$ cat src/rtl/flr_pkg.sv
package flr_pkg;
  typedef enum logic [1:0] {
    PORT_CPU1 = 2'd0,
    PORT_CPU3 = 2'd1,
    PORT_UPD  = 2'd2,
    PORT_DATA = 2'd3
  } port_e;

  localparam logic [2:0] DATA_BANK_IDX = 3'd4;
endpackage

$ cat src/rtl/flr_mode_reg.sv
module flr_mode_reg #(
  parameter bit CPU3_PRESENT = 1'b1
) (
  input  logic       clk,
  input  logic       rst_n,
  input  logic       cfg_valid,
  input  logic [1:0] cfg_mode,
  output logic [1:0] mode
);
  logic locked_q;
  logic accept_split;

  assign accept_split = CPU3_PRESENT;

  always_ff @(posedge clk or negedge rst_n) begin
    if (!rst_n) begin
      mode     <= 2'd0;
      locked_q <= 1'b0;
    end else if (cfg_valid && !locked_q) begin
      locked_q <= 1'b1;
      mode     <= (accept_split || !cfg_mode[1]) ? cfg_mode : 2'd0;
    end
  end

  // once a boot word is taken, the mode is frozen
  a_r2_mode_frozen: assert property (@(posedge clk) disable iff (!rst_n)
    locked_q |=> $stable(mode));

  generate
    if (!CPU3_PRESENT) begin : g_no_cpu3
      // split modes never held without the third CPU
      a_r3_no_split_mode: assert property (@(posedge clk) disable iff (!rst_n)
        cfg_valid |=> !mode[1]);
    end
  endgenerate
endmodule

$ cat src/rtl/flr_swap_ctl.sv
module flr_swap_ctl #(
  parameter int LANES = 2
) (
  input  logic             clk,
  input  logic             rst_n,
  input  logic             wr,
  input  logic [LANES-1:0] wr_val,
  input  logic [LANES-1:0] busy,
  output logic [LANES-1:0] swap
);
  logic [LANES-1:0] pend_q;
  logic [LANES-1:0] pval_q;

  generate
    for (genvar i = 0; i < LANES; i++) begin : g_lane
      always_ff @(posedge clk or negedge rst_n) begin
        if (!rst_n) begin
          swap[i]   <= 1'b0;
          pend_q[i] <= 1'b0;
          pval_q[i] <= 1'b0;
        end else if (wr) begin
          if (busy[i]) begin
            pend_q[i] <= 1'b1;
            pval_q[i] <= wr_val[i];
          end else begin
            pend_q[i] <= 1'b0;
            swap[i]   <= wr_val[i];
          end
        end else if (pend_q[i] && !busy[i]) begin
          pend_q[i] <= 1'b0;
          swap[i]   <= pval_q[i];
        end
      end

      // mapping never moves under a live request on an affected port
      a_r8_hold_while_busy: assert property (@(posedge clk) disable iff (!rst_n)
        busy[i] |=> $stable(swap[i]));
    end
  endgenerate
endmodule

$ cat src/rtl/flr_xlate.sv
module flr_xlate
  import flr_pkg::*;
#(
  parameter int PAIR_AW  = 20,
  parameter int DATA_AW  = 18,
  parameter int LINE_BIT = 4,
  localparam int OFS_W   = PAIR_AW + 2,
  localparam int BOFS_W  = PAIR_AW - 1
) (
  input  logic [1:0]        mode,
  input  logic              swap1,
  input  logic              swap3,
  input  port_e             port,
  input  logic [OFS_W-1:0]  ofs,
  output logic              err,
  output logic              ctrl,
  output logic [2:0]        bank,
  output logic [BOFS_W-1:0] bofs
);
  logic [1:0] sel;
  logic [2:0] nreg;
  logic [1:0] base;
  logic [1:0] gpair;
  logic       upd_split;
  logic       prog_ok;
  logic       data_ok;
  logic [BOFS_W-1:0] prog_bofs;
  logic [BOFS_W-1:0] data_bofs;

  assign sel       = ofs[OFS_W-1 -: 2];
  assign prog_bofs = {ofs[PAIR_AW-1:LINE_BIT+1], ofs[LINE_BIT-1:0]};
  assign data_bofs = {{(BOFS_W-DATA_AW){1'b0}}, ofs[DATA_AW-1:0]};
  assign data_ok   = (ofs[OFS_W-1:DATA_AW] == '0);

  always_comb begin
    nreg      = 3'd0;
    base      = 2'd0;
    upd_split = 1'b0;
    unique case (port)
      PORT_CPU1: begin
        unique case (mode)
          2'd0: begin nreg = 3'd4; base = 2'd0; end
          2'd1: begin nreg = 3'd2; base = {swap1, 1'b0}; end
          2'd2: begin nreg = 3'd2; base = 2'd0; end
          default: begin nreg = 3'd1; base = {1'b0, swap1}; end
        endcase
      end
      PORT_CPU3: begin
        unique case (mode)
          2'd2: begin nreg = 3'd2; base = 2'd2; end
          2'd3: begin nreg = 3'd1; base = {1'b1, swap3}; end
          default: nreg = 3'd0;
        endcase
      end
      PORT_UPD: begin
        unique case (mode)
          2'd1: begin nreg = 3'd2; base = {~swap1, 1'b0}; end
          2'd3: begin nreg = 3'd2; upd_split = 1'b1; end
          default: nreg = 3'd0;
        endcase
      end
      default: nreg = 3'd0;
    endcase
  end

  always_comb begin
    if (upd_split) gpair = sel[0] ? {1'b1, ~swap3} : {1'b0, ~swap1};
    else           gpair = base + sel;
  end

  assign prog_ok = ({1'b0, sel} < nreg);

  always_comb begin
    err  = 1'b1;
    ctrl = 1'b0;
    bank = 3'd0;
    bofs = '0;
    if (port == PORT_DATA) begin
      if (data_ok) begin
        err  = 1'b0;
        bank = DATA_BANK_IDX;
        bofs = data_bofs;
      end
    end else if (prog_ok) begin
      err  = 1'b0;
      ctrl = gpair[1];
      bank = {1'b0, gpair[0], ofs[LINE_BIT]};
      bofs = prog_bofs;
    end
  end
endmodule

$ cat src/rtl/flash_bank_remap.sv
module flash_bank_remap
  import flr_pkg::*;
#(
  parameter bit CPU3_PRESENT = 1'b1,
  parameter int PAIR_AW      = 20,
  parameter int DATA_AW      = 18,
  parameter int LINE_BIT     = 4,
  localparam int OFS_W       = PAIR_AW + 2,
  localparam int BOFS_W      = PAIR_AW - 1
) (
  input  logic              clk,
  input  logic              rst_n,
  input  logic              boot_cfg_valid,
  input  logic [1:0]        boot_cfg_mode,
  input  logic              swap_wr,
  input  logic              swap_cpu1,
  input  logic              swap_cpu3,
  input  logic              req_valid,
  output logic              req_ready,
  input  logic [1:0]        req_port,
  input  logic [OFS_W-1:0]  req_offset,
  output logic              rsp_valid,
  input  logic              rsp_ready,
  output logic              rsp_ctrl,
  output logic [2:0]        rsp_bank,
  output logic [BOFS_W-1:0] rsp_offset,
  output logic              rsp_err
);
  port_e      port;
  logic [1:0] mode;
  logic [1:0] swap;
  logic [1:0] busy;

  assign port      = port_e'(req_port);
  assign rsp_valid = req_valid;
  assign req_ready = rsp_ready;

  assign busy[0] = req_valid && (port == PORT_CPU1 || port == PORT_UPD);
  assign busy[1] = req_valid && (port == PORT_CPU3 || port == PORT_UPD);

  flr_mode_reg #(.CPU3_PRESENT(CPU3_PRESENT)) u_mode (
    .clk       (clk),
    .rst_n     (rst_n),
    .cfg_valid (boot_cfg_valid),
    .cfg_mode  (boot_cfg_mode),
    .mode      (mode)
  );

  flr_swap_ctl #(.LANES(2)) u_swap (
    .clk    (clk),
    .rst_n  (rst_n),
    .wr     (swap_wr),
    .wr_val ({swap_cpu3, swap_cpu1}),
    .busy   (busy),
    .swap   (swap)
  );

  flr_xlate #(.PAIR_AW(PAIR_AW), .DATA_AW(DATA_AW), .LINE_BIT(LINE_BIT)) u_xlate (
    .mode  (mode),
    .swap1 (swap[0]),
    .swap3 (swap[1]),
    .port  (port),
    .ofs   (req_offset),
    .err   (rsp_err),
    .ctrl  (rsp_ctrl),
    .bank  (rsp_bank),
    .bofs  (rsp_offset)
  );

  // the CPU3 port is unmapped in the single-CPU modes
  a_r9_cpu3_unmapped: assert property (@(posedge clk) disable iff (!rst_n)
    (req_valid && port == PORT_CPU3 && !mode[1]) |-> rsp_err);

  // data requests land only in the data bank of controller 0
  a_r10_data_target: assert property (@(posedge clk) disable iff (!rst_n)
    (req_valid && port == PORT_DATA && !rsp_err) |-> (!rsp_ctrl && rsp_bank == DATA_BANK_IDX));

  // error responses carry a zero location
  a_r9_err_zero: assert property (@(posedge clk) disable iff (!rst_n)
    (req_valid && rsp_err) |-> (!rsp_ctrl && rsp_bank == 3'd0 && rsp_offset == '0));

  // a stalled request with unchanged inputs keeps its translation
  a_r11_stall_stable: assert property (@(posedge clk) disable iff (!rst_n)
    (req_valid && !rsp_ready && !swap_wr) ##1 (req_valid && $stable(req_port) && $stable(req_offset))
      |-> ($stable(rsp_bank) && $stable(rsp_ctrl) && $stable(rsp_err)));
endmodule

$ cat config.mk
export PLATFORM = sky130hd
export DESIGN_NAME = flash_bank_remap
export DESIGN_NICKNAME = d
export VERILOG_FILES = /design/src/rtl/flr_pkg.sv /design/src/rtl/flr_mode_reg.sv /design/src/rtl/flr_swap_ctl.sv /design/src/rtl/flr_xlate.sv /design/src/rtl/flash_bank_remap.sv
export SDC_FILE = /design/constraint.sdc
export NUM_CORES = 1
export LEC_CHECK = 0
export CORE_ASPECT_RATIO = 0.7
export CORE_UTILIZATION = 37
export DETAILED_ROUTE_END_ITERATION = 16
export HOLD_SLACK_MARGIN = 0.06
export PLACE_DENSITY = 0.78
export SETUP_SLACK_MARGIN = 0.1
export SLEW_MARGIN = 20
export SYNTH_ARGS = -nofsm -noshare
export SYNTH_HDL_FRONTEND = slang
export SYNTH_SLANG_ARGS = --single-unit
$ cat constraint.sdc
create_clock -name clk -period 4.3 [get_ports clk]
set_clock_uncertainty 0.05 [all_clocks]
set_input_delay 0.86 -clock clk [delete_from_list [all_inputs] [get_ports clk]]
set_output_delay 0.86 -clock clk [all_outputs]
set_load 0.05 [all_outputs]
## After elaboration in Yosys (flattened, before gate mapping)

Cells that the tools add are included.

- Flip-flop bits (word level): 9
- Bits of input ports: 34
- Logic and storage cells: 77

- $add $sub $neg: 1
- $lt $le $gt $ge: 1
- Equal/unequal tests: 8
- Muxes and demuxes: 35
- Bitwise gates (word level): 2
- Reductions and logical operators: 22

Operators with widths:

| operator | count |
|---|---|
| $mux W19 | 2 |
| $mux W1 | 19 |
| $mux W18 | 1 |
| $pmux W2 S2 | 3 |
| $mux W2 | 5 |
| $pmux W3 S3 | 1 |
| $eq A2 B2 Y1 const B | 4 |
| $reduce_and A2 Y1 | 4 |
| $mux W3 | 2 |
| $pmux W2 S3 | 1 |
| $pmux W3 S2 | 1 |
| $reduce_or A2 Y1 | 3 |
| $logic_and A1 B1 Y1 | 5 |
| $eq A2 B1 Y1 const B | 2 |
| $logic_not A2 Y1 | 2 |
| $logic_not A4 Y1 | 1 |
| $ne A2 B2 Y1 const B | 2 |
| $reduce_bool A2 Y1 | 2 |
| $logic_not A1 Y1 | 3 |
| $lt A2 B3 Y1 | 1 |
| $add A2 B2 Y2 | 1 |
| $logic_or A1 B1 Y1 | 2 |
| $not A1 Y1 | 2 |

## Depth between registers and ports, before layout

Gate-level depths: netlist of run 1.

- Word-level depth: 8
- Gate-level depth with buffers: 10
- Mapped depth without buffers: 9

## Cells and area by module

From an unflattened synthesis of run 1, not the netlist that was laid out.

- Cells, all modules: 105
- Area total of the unflattened synthesis: 979.7 um2

By module, submodules not included:

| module | times used | cells each | area an instance (um2) | seq. area each (um2) |
|---|---|---|---|---|
| flr_xlate | 1 | 67 | 509.2 | 0.0 |
| flr_swap_ctl | 1 | 23 | 284.0 | 150.1 |
| flr_mode_reg | 1 | 7 | 125.1 | 75.1 |
| flash_bank_remap | 1 | 8 | 61.3 | 0.0 |

## Worst setup path before layout of run 1

Ideal clock, no wire load.

- Kind: input-to-output
- Start point: input port req_port[0]
- End point: output port rsp_ctrl
- Arrival: 3.616 ns
- Data required time: 3.390 ns
- Slack: -0.226 ns
- Cell stages on the path: 9
- Path buffers: 0
- Cell sequence: inv_1 -> ha_1 -> o21ai_0 -> a21o_1 -> ha_1 -> or4b_1 -> o221ai_2 -> o211ai_1 -> nor3b_1

- Cells in the longest elaborated chain, start to end: 6
- Elaborated cells on any way between the ends: 12
- Those cells by class: 1 x add/sub; 1 x order compare; 3 x eq/ne; 6 x mux; 1 x reduce/logical

RTL lines:

| element | line | RTL |
|---|---|---|
| start: declaration | flash_bank_remap.sv:20 | `input logic [1:0] req_port,` |
| $eq A2 B2 Y1, or another cell as far along | flr_xlate.sv:39 | `unique case (port)` |
| $pmux W2 S3 | flr_xlate.sv:39 |  |
| $add A2 B2 Y2 | flr_xlate.sv:68 | `else gpair = base + sel;` |
| $mux W2 | flr_xlate.sv:67 | `if (upd_split) gpair = sel[0] ? {1'b1, ~swap3} : {1'b0, ~swap1};` |
| $mux W1 | flr_xlate.sv:84 | `end else if (prog_ok) begin` |
| $mux W1 (*) | flr_xlate.sv:78 | `if (port == PORT_DATA) begin` |
| end: declaration | flash_bank_remap.sv:24 | `output logic rsp_ctrl,` |

Every way passes the cells marked *; elsewhere a longest branch is shown, timed or not.

## Worst setup path after layout of run 1

- Start point: input port req_port[0]
- End point: output port rsp_offset[8]

- Cells in the longest elaborated chain, start to end: 5
- Elaborated cells on any way between the ends: 8
- Those cells by class: 1 x order compare; 3 x eq/ne; 3 x mux; 1 x reduce/logical

RTL lines:

| element | line | RTL |
|---|---|---|
| $eq A2 B2 Y1, or another cell as far along | flr_xlate.sv:39 |  |
| $pmux W3 S3 | flr_xlate.sv:39 |  |
| $lt A2 B3 Y1 | flr_xlate.sv:71 | `assign prog_ok = ({1'b0, sel} < nreg);` |
| $mux W19 | flr_xlate.sv:84 |  |
| $mux W19 (*) | flr_xlate.sv:78 |  |
| end: declaration | flash_bank_remap.sv:26 | `output logic [BOFS_W-1:0] rsp_offset,` |

Marks and branches as above.

==> results of run 1 <==
==> layout by cell type (no fill, tap or decap), drive strengths merged <==
master	synthesis	routed
o221ai	1	1
nand3	6	6
a21o	1	1
nor3	1	1
a22o	15	15
a21boi	1	1
nand3b	1	1
or4	1	1
a21oi	4	4
nand2	10	10
or4b	1	1
and3	2	2
buf	4	33
and2	1	4
a22oi	1	1
nor3b	2	2
o21a	4	4
nor2	11	11
mux2i	1	1
nor2b	1	1
ha	12	12
clkbuf	2	6
a31oi	1	1
xnor2	1	1
clkdlybuf4s50	0	31
mux2	2	2
nand2b	2	2
o211ai	1	1
inv	6	6
dfrtp	9	9
o21ai	7	7
or2	1	1
==> where the power goes <==
part	total (µW)	leakage, µW	switching (µW)	internal [µW]
Combinational	366	0.000685	190	176
Clock	98.8	0.0000228	34.1	64.6
Sequential	106	0.000106	10.1	95.9
Total	570	0.000815	234	337
==> layout make-up <==
cell class                 count  area, µm²
timing repair buffer          66        861
multi-input combinational     95        741
fill                         148        522
sequential                     9        225
clock buffer                   4       45.0
tap                           34       42.5
inverter                       6       22.5
==> through the flow <==
stage	util	TNS (ns)	worst slack, ns
final	0.788	0	0.225
after global routing	0.788	0	0.153
after CTS	0.776	0	0.131
after detailed placement	0.736	-3.20	-0.189
after global placement	0.736	-0.335	-0.0507
after floorplan	-	0	0.250
==> worst max-delay path by stage <==
stage	start	endpoint	slack [ns]	cells after the start
after floorplan	req_port[0]	rsp_ctrl	0.25	9
final	req_port[0]	rsp_offset[8]	0.23	12
after global routing	req_port[1]	rsp_offset[1]	0.15	12
after detailed placement	req_port[1]	rsp_bank[1]	-0.19	11
after CTS	req_port[1]	rsp_ctrl	0.13	10
after global placement	req_port[1]	rsp_bank[1]	-0.05	11
==> registers in the layout, summed over array words and instances (netlist names) <==
signal,cells
u_mode.mode,2
u_swap.pval_q,2
u_swap.pend_q,2
u_swap.swap,2
u_mode.locked_q,1
==> kinds of logic after synthesis <==
| family | after synthesis | synth area share |
|---|---|---|
| fa+ha+maj | 12 | 0.157 |
| compound gates | 36 | 0.284 |
| buf+inv | 12 | 0.0707 |
| flops | 9 | 0.236 |
| mux | 3 | 0.0340 |
| xor+xnor | 1 | 0.00916 |
| simple gates | 40 | 0.209 |
==> layer usage <==
metal	track usage	vias up	share of wire
li1	-	551	-
met2	0.483	84	0.50
met4	0.0698	0	0.030
met1	0.330	604	0.39
met5	0	-	0
met3	0.0567	21	0.076
==> what timing repair did <==
item,CTS,global route
pin swaps,5,5
setup endpoints to repair,21,2
buffers inserted,0,2
gates cloned,3,0
gates resized for setup,11,10
==> worst max-delay path, stage by stage <==
cell	delay [ns]
buf_2	0.13
inv_2	0.08
ha_2	0.17
o21ai_0	0.09
a21o_1	0.19
ha_2	0.18
or4b_4	0.53
o221ai_4	0.25
buf_4	0.17
and2_4	0.18
a22o_1	0.19
buf_12	0.14
==> results by group, run 1 <==
Worst setup path
  • Worst endpoint required time: 3.39 ns
  • Depth of the worst register-to-register path: 2
  • FF-to-FF setup slack: 3.37 ns
  • Worst Path Class, Setup: input port to output port
  • CP arrival: 3.16 ns
  • Startpoint Class: input port
  • Crit end category: output port
  • CP Max Fanout: 6
  • Reg-to-Reg End: u_swap.swap[0]
  • FF-to-FF Start: u_swap.pend_q[0]

Global route
  • Pin count of the biggest net entering global routing: 21
  • Number of global-route vias before repair: 1142
  • Initial antenna violation count: 0
  • First-pass GRT wire length: 5.64 mm
  • Total gr overflow: 0
  • Total GRT Usage: 0.268

Synth
  • YS warnings: 0
  • Share of the synthesized area in the top cell type: 0.236
  • Post-synth top flop: dfrtp_1
  • Most area-consuming cells after synthesis: dfrtp_1 (24%), ha_1 (16%), a22o_1 (14%)
  • Area leader, netlist: dfrtp_1
  • Number of flops mapped to enable cells by yosys: 0
  • Async SR Flop Fraction: 1.00
  • Synth Area per Inst: 8.46 µm²
  • Post-synthesis cell count: 113
  • Post-Syn Nets: 159
  • Sequential area share after synthesis: 0.236
  • Synth cell types: 32
  • Yosys reg bits: 9
  • Synth top cells by count: a22o_1 (15), ha_1 (12), nor2_1 (11)
  • Synthesized area: 956 µm²
  • Top-count cell post-synth: a22o_1

STA
  • Final Cycle Share: 0.948
  • Crit path time final: 4.07 ns
  • Max-slew violations: 0
  • Setup-failing EPs final: 0
  • Final hold violation count: 0
  • Minimum hold slack: 0.420 ns
  • Fmax: 245 MHz
  • Worst slew pin tran: 0.535 ns
  • Relative slew slack: 0.640
  • RSZ-0062 raised after global routing: no

CTS
  • CTS Hold Bufs: 0
  • H-Tree Depth: 1
  • Clock Sink Count: 9
  • Clock latency on the worst-skew pair: 0.23 ns
  • Worst-path clk slew: 0.04 ns
  • CTS Root Buffer Type: clkbuf_8
  • Num CTS Buffers: 3
  • TritonCTS clock tree: yes
  • Max Root-Sink Buffers: 2

Routing
  • Residual DRC: 0
  • DR vias: 1260
  • DR iter-0 viols: 78
  • WL/cell: 19.0 µm
  • Pre-antenna DRT Iters: 4
  • Final antenna-violating net count: 0
  • WL final: 4.06 mm
  • Vias per inst: 5.89

Placed design
  • Placed cell count: 205
  • PortBufs: 57
  • DP Wirelength: 2.86 mm
  • Placer Congestion: 0.873
  • Placed cell area: 1810 µm²

Power
  • Peak supply drop: 0.195 mV
  • Total power draw: 570 µW
  • PD cells: 294 nW/µm²
  • P_leak: 0.000815 µW

Hold path
  • Hold wc startpoint: u_mode.locked_q
  • Hold Path Depth: 1
  • Min-Delay Path Class: register to register
  • End of the worst hold path: u_mode.locked_q

Layout
  • Ant. Diodes: 0
  • Layout cells sized above 1: 0.311
  • Design area: 1940 µm²
  • Finished Layout Cells: 214
  • Nets: 227
  • Syn-to-layout area delta: 103%

Floorplanning
  • Die H: 44.5 µm
  • Initial Util: 0.389
  • Die width: 62.8 µm
  • Die area: 2790 µm²
  • Rows: 15
  • IO Count: 60
  • Core box area: 2460 µm²

Run status
  • Status: finished, final reports clean

Run
  • Max_cap viols: 0
No activity file was read; power rests on OpenSTA's default activity.
==> run 2, diff against run 1 <==
--- a/config.mk
+++ b/config.mk
@@ -7,6 +7,7 @@
 export LEC_CHECK = 0
 export CORE_ASPECT_RATIO = 0.7
 export CORE_UTILIZATION = 37
+export CTS_BUF_LIST = sky130_fd_sc_hd__clkbuf_16
 export DETAILED_ROUTE_END_ITERATION = 16
 export HOLD_SLACK_MARGIN = 0.06
 export PLACE_DENSITY = 0.78
==> run 2 against run 1 <==
Critical path depth decreased by 1. Final area rose by 2.3%. Non-clock buffer count fell by 1. Fmax decreased by 0.51%. Wire length hardly changed. Combinational power is essentially flat. Flip-flop and latch count did not move. Utilization up 1.8 points. Via count decreased by 1.1%. Sequential share of layout area shrank 0.26 points. Highest routed layer unchanged.
==> results by group, run 2 (synthesized netlist as in run 1, its figures left out) <==
Layout
  • Syn-to-layout area delta: 107%
  • Finished Layout Cells: 213
  • Design area: 1980 µm²
  • Commonest cells after routing, fill and taps aside: clkdlybuf4s50_1 (31), buf_12 (22), a22o_1 (15), nor2_1 (11), nand2_1 (10)
  • Commonest non-fill, non-tap cell in the layout: clkdlybuf4s50_1
  • Nets: 226
  • Ant. Diodes: 0
  • Layout cells sized above 1: 0.307

STA
  • Crit path time final: 4.10 ns
  • Post-layout worst setup margin: 0.205 ns
  • Relative slew slack: 0.672
  • Worst slew pin tran: 0.490 ns
  • Fmax: 244 MHz
  • RSZ-0062 raised after global routing: no
  • Minimum hold slack: 0.421 ns
  • Setup-failing EPs final: 0
  • Max-slew violations: 0
  • Final Cycle Share: 0.952
  • Final hold violation count: 0

Run
  • Max_cap viols: 0

Routing
  • Wire length on met3: 341 µm
  • WL/cell: 19.1 µm
  • WL final: 4.06 mm
  • DR iter-0 viols: 70
  • Final antenna-violating net count: 0
  • WL met2: 2.11 mm
  • Residual DRC: 0
  • Pre-antenna DRT Iters: 6
  • Metal-1 WL: 1.54 mm
  • Vias per inst: 5.85
  • Max Used Layer: met4
  • DR vias: 1246

Worst setup path
  • FF-to-FF Start: u_swap.pend_q[0]
  • Crit-path max cell delay: 0.54 ns
  • Critical Path Start: req_port[0]
  • Worst endpoint required time: 3.39 ns
  • Critical-path top delay cell: or4b_4
  • FF-to-FF setup slack: 3.40 ns
  • Crit end category: output port
  • CP Max Fanout: 7
  • CP arrival: 3.19 ns
  • Worst Path Class, Setup: input port to output port
  • Startpoint Class: input port
  • Cells along the critical path: buf_2 -> inv_2 -> ha_2 -> o21ai_0 -> a21o_1 -> ha_4 -> or4b_4 -> o221ai_4 -> o211ai_1 -> nor3b_2 -> clkbuf_16

Power
  • PD cells: 321 nW/µm²
  • Peak supply drop: 0.217 mV
  • P_leak: 0.000834 µW

Floorplanning
  • Rows: 15
  • IO Count: 60
  • Die H: 44.5 µm
  • Initial Util: 0.389
  • Die area: 2790 µm²
  • Die width: 62.8 µm
  • Core box area: 2460 µm²

Placed design
  • DP Wirelength: 2.86 mm
  • Post-Place Setup Slack: -0.189 ns
  • Placed cell count: 205
  • Placer Congestion: 0.873
  • PortBufs: 57
  • Placed cell area: 1810 µm²

CTS
  • Clock latency on the worst-skew pair: 0.24 ns
  • CTS Root Buffer Type: clkbuf_16
  • Num CTS Buffers: 3
  • Worst-path clk slew: 0.04 ns
  • CTS Hold Bufs: 0
  • Clock Sink Count: 9
  • TritonCTS clock tree: yes
  • Max Root-Sink Buffers: 2
  • H-Tree Depth: 1

Hold path
  • Hold wc startpoint: u_mode.locked_q
  • Min-Delay Path Class: register to register

Global route
  • Total gr overflow: 0
  • Number of global-route vias before repair: 1164
  • Initial antenna violation count: 0
  • Total GRT Usage: 0.291
  • Pin count of the biggest net entering global routing: 21
  • First-pass GRT wire length: 6.15 mm

Run status
  • Status: finished, final reports clean
## run 2: final timing paths
path                                          to  cells past startpoint
worst max-delay path                    rsp_ctrl                     11
worst min-delay path             u_mode.locked_q                      1
worst max register to register    u_swap.swap[0]                      2
worst min register to register   u_mode.locked_q                      1
max in group asynchronous       u_swap.pval_q[0]                      1
min in group asynchronous         u_swap.swap[0]                      1
## run 2: report_power, final
part	leakage (µW)	switching [µW]	internal [µW]	total, µW
logic	0.000685	190	175	365
registers	0.000106	10.6	95.9	107
clock network	0.0000423	42.5	122	164
## run 2: final cells by class
class / instances / area (µm²)
clock inverter: 1 / 3.75
multi-input combinational: 95 / 758
sequential: 9 / 225
inverter: 6 / 22.5
tap: 34 / 42.5
clock buffer: 3 / 75.1
fill: 134 / 478
timing repair buffer: 65 / 853
## run 2: per-layer routing
metal / track usage / vias to the layer above
li1: - / 545
met1: 0.379 / 609
met2: 0.502 / 82
met3: 0.0515 / 10
met4: 0.0837 / 0
met5: 0 / -
## run 2: worst max-delay path: cells and delay by family
family                   cells  cell delay, ns
adder cells (fa/ha/maj)      2            0.34
AND/OR/NAND/NOR              2            0.79
buffers and inverters        3            0.42
AO/OA/AOI/OAI                4            0.77
## run 2: timing repair
item | 4_1_cts | 5_1_grt
setup endpoints to repair | 23 | 20
cloned | 3 | 0
resized for setup | 12 | 11
pin swaps | 5 | 6
buffers inserted | 0 | 1
## run 2: metrics by stage
step           TNS, ns   util  power (µW)
2_1_floorplan        0      -         280
3_3_place_gp    -0.335  0.736         429
3_5_place_dp     -3.20  0.736         442
4_1_cts              0  0.792         624
5_1_grt              0  0.806         657
6_report             0  0.806         636
==> run 3, diff against run 2 <==
--- a/config.mk
+++ b/config.mk
@@ -5,14 +5,13 @@
 export SDC_FILE = /design/constraint.sdc
 export NUM_CORES = 1
 export LEC_CHECK = 0
+export CAP_MARGIN = 10
 export CORE_ASPECT_RATIO = 0.7
 export CORE_UTILIZATION = 37
-export CTS_BUF_LIST = sky130_fd_sc_hd__clkbuf_16
 export DETAILED_ROUTE_END_ITERATION = 16
 export HOLD_SLACK_MARGIN = 0.06
 export PLACE_DENSITY = 0.78
 export SETUP_SLACK_MARGIN = 0.1
-export SLEW_MARGIN = 20
 export SYNTH_ARGS = -nofsm -noshare
 export SYNTH_HDL_FRONTEND = slang
 export SYNTH_SLANG_ARGS = --single-unit
==> results of run 3 <==
The final DEF is identical to that of run 1; final timing and power are the same.
